**src/rtl/e1lb_pkg.sv**
```systemverilog
package e1lb_pkg;

    typedef enum logic [2:0] {
        ST_NORM    = 3'd0,
        ST_RMT     = 3'd1,
        ST_LCL     = 3'd2,
        ST_RMT_LCL = 3'd3,
        ST_PLB     = 3'd4,
        ST_PLB_LCL = 3'd5
    } lb_state_e;

    typedef struct packed {
        logic payload;
        logic remote;
        logic local_;
    } lb_sel_t;

    function automatic lb_state_e decode_cfg(input logic plb, input logic rmt, input logic lcl);
        if (plb)
            return lcl ? ST_PLB_LCL : ST_PLB;
        else if (rmt)
            return lcl ? ST_RMT_LCL : ST_RMT;
        else
            return lcl ? ST_LCL : ST_NORM;
    endfunction

endpackage

```
**src/rtl/e1lb_mode_fsm.sv**
```systemverilog
module e1lb_mode_fsm
    import e1lb_pkg::*;
(
    input  logic      clk,
    input  logic      rst_n,
    input  logic      boundary,
    input  logic      cfg_plb,
    input  logic      cfg_rmt,
    input  logic      cfg_lcl,
    output lb_state_e state_q,
    output lb_sel_t   sel
);
    lb_state_e state_d;
    lb_state_e state_eff;

    always_comb begin
        state_d = boundary ? decode_cfg(cfg_plb, cfg_rmt, cfg_lcl) : state_q;
    end

    always_ff @(posedge clk) begin
        if (!rst_n)
            state_q <= ST_NORM;
        else
            state_q <= state_d;
    end

    // the frame-start timeslot already follows the new configuration
    assign state_eff = state_d;

    always_comb begin
        sel = '0;
        unique case (state_eff)
            ST_NORM:    sel = '0;
            ST_RMT:     sel.remote  = 1'b1;
            ST_LCL:     sel.local_  = 1'b1;
            ST_RMT_LCL: begin
                sel.remote = 1'b1;
                sel.local_ = 1'b1;
            end
            ST_PLB:     sel.payload = 1'b1;
            ST_PLB_LCL: begin
                sel.payload = 1'b1;
                sel.local_  = 1'b1;
            end
            default:    sel = '0;
        endcase
    end
endmodule

```
**src/rtl/e1lb_route.sv**
```systemverilog
module e1lb_route
    import e1lb_pkg::*;
#(
    parameter int DATA_W   = 8,
    parameter int SLOT_W   = 5,
    parameter int SIG_SLOT = 16
) (
    input  logic [SLOT_W-1:0] slot,
    input  lb_sel_t           sel,
    input  logic [DATA_W-1:0] rx_byte,
    input  logic [DATA_W-1:0] bin_byte,
    input  logic [DATA_W-1:0] fg_byte,
    output logic [DATA_W-1:0] tx_next,
    output logic [DATA_W-1:0] bus_next
);
    localparam logic [SLOT_W-1:0] SIG_IDX = SLOT_W'(SIG_SLOT);

    logic is_frame;
    logic is_sig;
    logic is_pay;

    assign is_frame = (slot == '0);
    assign is_sig   = (slot == SIG_IDX);
    assign is_pay   = !is_frame && !is_sig;

    always_comb begin
        if (is_frame)
            tx_next = fg_byte;
        else if (sel.payload || (sel.remote && is_pay))
            tx_next = rx_byte;
        else
            tx_next = bin_byte;
    end

    always_comb begin
        if (sel.local_ && is_pay)
            bus_next = bin_byte;
        else
            bus_next = rx_byte;
    end
endmodule

```
**src/rtl/e1_loop_sel.sv**
```systemverilog
module e1_loop_sel
    import e1lb_pkg::*;
#(
    parameter int DATA_W   = 8,
    parameter int SLOT_W   = 5,
    parameter int SIG_SLOT = 16
) (
    input  logic              clk,
    input  logic              rst_n,
    input  logic              ts_stb,
    input  logic [SLOT_W-1:0] ts_num,
    input  logic              frm_sync,
    input  logic              cfg_payload_lb,
    input  logic              cfg_remote_lb,
    input  logic              cfg_local_lb,
    input  logic [DATA_W-1:0] line_rx_byte,
    input  logic [DATA_W-1:0] bus_in_byte,
    input  logic [DATA_W-1:0] fgen_byte,
    output logic [DATA_W-1:0] line_tx_byte,
    output logic [DATA_W-1:0] bus_out_byte,
    output logic              out_stb,
    output logic [SLOT_W-1:0] out_num
);
    lb_state_e         mode_q;
    lb_sel_t           sel;
    logic              boundary;
    logic [DATA_W-1:0] tx_next;
    logic [DATA_W-1:0] bus_next;

    assign boundary = ts_stb && frm_sync;

    e1lb_mode_fsm u_fsm (
        .clk      (clk),
        .rst_n    (rst_n),
        .boundary (boundary),
        .cfg_plb  (cfg_payload_lb),
        .cfg_rmt  (cfg_remote_lb),
        .cfg_lcl  (cfg_local_lb),
        .state_q  (mode_q),
        .sel      (sel)
    );

    e1lb_route #(
        .DATA_W   (DATA_W),
        .SLOT_W   (SLOT_W),
        .SIG_SLOT (SIG_SLOT)
    ) u_route (
        .slot     (ts_num),
        .sel      (sel),
        .rx_byte  (line_rx_byte),
        .bin_byte (bus_in_byte),
        .fg_byte  (fgen_byte),
        .tx_next  (tx_next),
        .bus_next (bus_next)
    );

    always_ff @(posedge clk) begin
        if (!rst_n) begin
            line_tx_byte <= '0;
            bus_out_byte <= '0;
            out_stb      <= 1'b0;
            out_num      <= '0;
        end else begin
            out_stb <= ts_stb;
            if (ts_stb) begin
                line_tx_byte <= tx_next;
                bus_out_byte <= bus_next;
                out_num      <= ts_num;
            end
        end
    end
endmodule

```
**config.mk**
```make
export PLATFORM = sky130hd
export DESIGN_NAME = e1_loop_sel
export DESIGN_NICKNAME = d
export VERILOG_FILES = /design/src/rtl/e1lb_pkg.sv /design/src/rtl/e1lb_mode_fsm.sv /design/src/rtl/e1lb_route.sv /design/src/rtl/e1_loop_sel.sv
export SDC_FILE = /design/constraint.sdc
export NUM_CORES = 1
export LEC_CHECK = 0
export BUFFER_PORTS_ARGS = -buffer_cell sky130_fd_sc_hd__buf_2
export CAP_MARGIN = 10
export CELL_PAD_IN_SITES_DETAIL_PLACEMENT = 2
export CELL_PAD_IN_SITES_GLOBAL_PLACEMENT = 2
export CORE_MARGIN = 5
export CORE_UTILIZATION = 28
export DETAILED_ROUTE_END_ITERATION = 7
export PLACE_DENSITY_LB_ADDON = 0.1
export SKIP_LAST_GASP = 1
export SLEW_MARGIN = 25
export SYNTH_ARGS = -nofsm -noshare
export SYNTH_HDL_FRONTEND = slang
export SYNTH_HIERARCHICAL = 1
export SYNTH_SLANG_ARGS = --single-unit
```
**constraint.sdc**
```tcl
create_clock -name clk -period 2.65 [get_ports clk]
set_clock_uncertainty 0.1 [all_clocks]
set_input_delay 0.1325 -clock clk [delete_from_list [all_inputs] [get_ports clk]]
set_output_delay 0.1325 -clock clk [all_outputs]
set_load 0.02 [all_outputs]
```
==> flow_metrics.tcl <==
set metrics [dict create \
    synth_nets 184 \
    antenna_found_initial 0 \
    synthesis.area_um2 1500 \
    fillers 583 \
    portBuffers 57 \
    cts_inserted_buffers 3 \
    total_leakage_power_nw 0.862 \
    clock_power_share_pct 26.0 \
    max_freq_mhz 505 \
    rsz0062_at_grt "no" \
    required_ns 2.71 \
    status "finished, final reports clean" \
    tns_ns 0 \
    synth_edf_count 0 \
    drtAntennaViolNets 0 \
    switchingPower_uw 273 \
    syn_to_final_growth_pct 22.6 \
    power_frac_seq_pct 46.6 \
    fp.coreArea_um2 5170 \
    fin_crit_sh_pct 74.7 \
    place_inst 268 \
    mostFrequentLayoutCells "57 x buf_2, 38 x mux2i_1, 25 x dfxtp_1, 22 x nor2b_1, 10 x and2_1" \
    yosys.area.top_type "dfxtp_1" \
    syn-instance-count 148 \
    n_antenna_cell 0 \
    drc 0 \
    clock_sinks 25 \
    swShare_pct 30.6 \
    worst_ir_drop_vdd_uv 161 \
    final_cells 272 \
    fp-row-count 26 \
    ctsResizeCount 0 \
    via_per_inst 4.72 \
    path_depth 7 \
    cts_max_path_buffers 2 \
    path_delay_family "simple AND/OR/NAND/NOR gates" \
    pwr-share-comb_pct 27.5 \
    ys_ff_latch 25 \
    slowest_delay_ns 0.47 \
    fp.dieArea_um2 6930 \
    path_cells "nor2_1, a32o_1, nor2_2, mux2i_1, o22ai_1, mux2i_1, nor2b_1" \
    cts-root-buf "clkbuf_8" \
    post-route-min-period_ns 1.98 \
    layout_commonest_cell "buf_2" \
    initial_utilization_pct 29.1 \
    hold_class "in -> reg" \
    synth_top_cell_area_share_pct 33.3 \
    first_global_vias 1569 \
    grt_overflow_total 0 \
    wl_per_cell_um 17.3 \
    power_density_nw_per_um2 486 \
    vias 1285 \
    yosys.cell_types.count 25 \
    seq_area_frac_synth_pct 33.3 \
    grt_max_degree 26 \
    drt_iter0_markers 20 \
    pin_count 58 \
    r2r_cells 7 \
    cp_common_cell "mux2i_1" \
    postCtsHoldBufs 0 \
    slew_violations 0 \
    cap_violations 0 \
    crit_fanout 8 \
    firstDrtPassIters 2 \
    drt_wl_total_um 4720 \
    postCtsSetupBuffers 0 \
    hold-path-cell-count 3 \
    path_buf_inv 0 \
    p_int_uw 622 \
    finalHoldViolCount 0 \
    die_y_um 83.3 \
    postPlaceCellArea_um2 1800 \
    final_nets 239 \
    synthFlopType "dfxtp_1" \
    path_class "reg -> reg" \
    clk_latency_ns 0.27 \
    clkSlewWorstSetupHoldPaths_ns 0.09 \
    yosys_warnings 6 \
    yosys-top-cells-area "dfxtp_1 33%, mux2i_1 25%, nor2b_1 9.2%" \
    h-tree-depth 1 \
    critPathLaunchType "register" \
    synth-async-reset-ratio_pct 0 \
    final-setup-viol-count 0 \
    end_kind "register" \
    die_x_um 83.3 \
    hpwl_um 3670 \
    cp_slowest_cell "nor2_2" \
    grt_pass1_wl_um 7950 \
    avgSynthCellArea_um2 10.2 \
    final_area_um2 1840 \
    track_usage_pct 14.0 \
    crit_arrival_ns 2.04 \
    cts_tree "done" \
    drive_above_1_share_pct 37.1 \
    relSlewSlack_pct 62.0 \
    tightest_slew_ns 0.570 \
    place.gp.congestion 0.710 \
]
[through the flow]
step / power [mW] / util [%] / hold slack, ns / worst slack (ns)
after floorplan: 0.592 / - / 0.161 / 0.665
after global placement: 0.665 / 34.7 / 0.340 / 0.565
after detailed placement: 0.676 / 34.7 / 0.340 / 0.469
after CTS: 0.913 / 35.6 / 0.0450 / 0.654
after global routing: 0.948 / 35.6 / 0.0743 / 0.473
final: 0.895 / 35.6 / 0.0524 / 0.670
[kinds of logic after synthesis]
family                 Yosys count  share of synthesized area, %
AOI/OAI and AO/OA               23                          9.33
DFF                             25                          33.3
and+or+nand+nor                 42                          18.8
muxes                           46                          31.3
buffers and inverters           12                          7.24
[metal layers]
| layer | share of wire (%) | GRT usage [%] | up-vias |
|---|---|---|---|
| li1 | - | - | 630 |
| met1 | 45 | 17.2 | 622 |
| met2 | 49 | 24.8 | 31 |
| met3 | 4.9 | 3.37 | 2 |
| met4 | 0.53 | 2.67 | 0 |
| met5 | 0 | 0 | - |
[cell type report]
class | count | area (um^2) | area share [%]
Tap cell | 70 | 87.6 | 4.76
Clock buffer | 4 | 45.0 | 2.45
Timing Repair Buffer | 60 | 308 | 16.7
Inverter | 2 | 7.51 | 0.408
Sequential cell | 25 | 500 | 27.2
Multi-Input combinational cell | 111 | 893 | 48.5
[synthesized netlist by cell type, types with 2 or more instances]
| cell type | n |
|---|---|
| clkbuf_1 | 3 |
| buf_6 | 4 |
| buf_12 | 2 |
| mux2i_1 | 38 |
| o22ai_1 | 8 |
| nor2b_1 | 22 |
| mux2_2 | 8 |
| dfxtp_1 | 25 |
| nand2b_1 | 3 |
| o21ai_0 | 8 |
| nand3b_1 | 2 |
| o21ai_1 | 2 |
| and2_1 | 10 |
| inv_1 | 2 |
[path summary, 6_finish.rpt]
path | from | end | slack (ns)
worst max-delay path | u_fsm/state_q[2] | line_tx_byte[1] | 0.67
worst max register to register | u_fsm/state_q[2] | line_tx_byte[1] | 0.67
worst min register to register | bus_out_byte[4] | bus_out_byte[4] | 0.43
worst min-delay path | cfg_local_lb | u_fsm/state_q[1] | 0.05
[power by group through the flow]
stage               clock network (mW)  registers, mW  logic [mW]
finish                           0.232          0.417       0.246
global route                     0.256          0.420       0.272
CTS                              0.244          0.417       0.252
detailed placement                   0          0.426       0.251
global placement                     0          0.424       0.241
floorplan                            0          0.453       0.139
[sequential cells by signal, indices dropped and copies added, names as in the netlist]
name,flops
out_stb,1
bus_out_byte,8
line_tx_byte,8
u_fsm/state_q,3
out_num,5
[worst reg2reg max path, stage by stage, from the launching register on]
cell and delay [ns]:
dfxtp_1 0.43, nor2_1 0.07, a32o_1 0.23, nor2_2 0.47, mux2i_1 0.26, o22ai_1 0.10, mux2i_1 0.15, nor2b_1 0.06
Note: power is estimated with default switching activity, not from simulation.
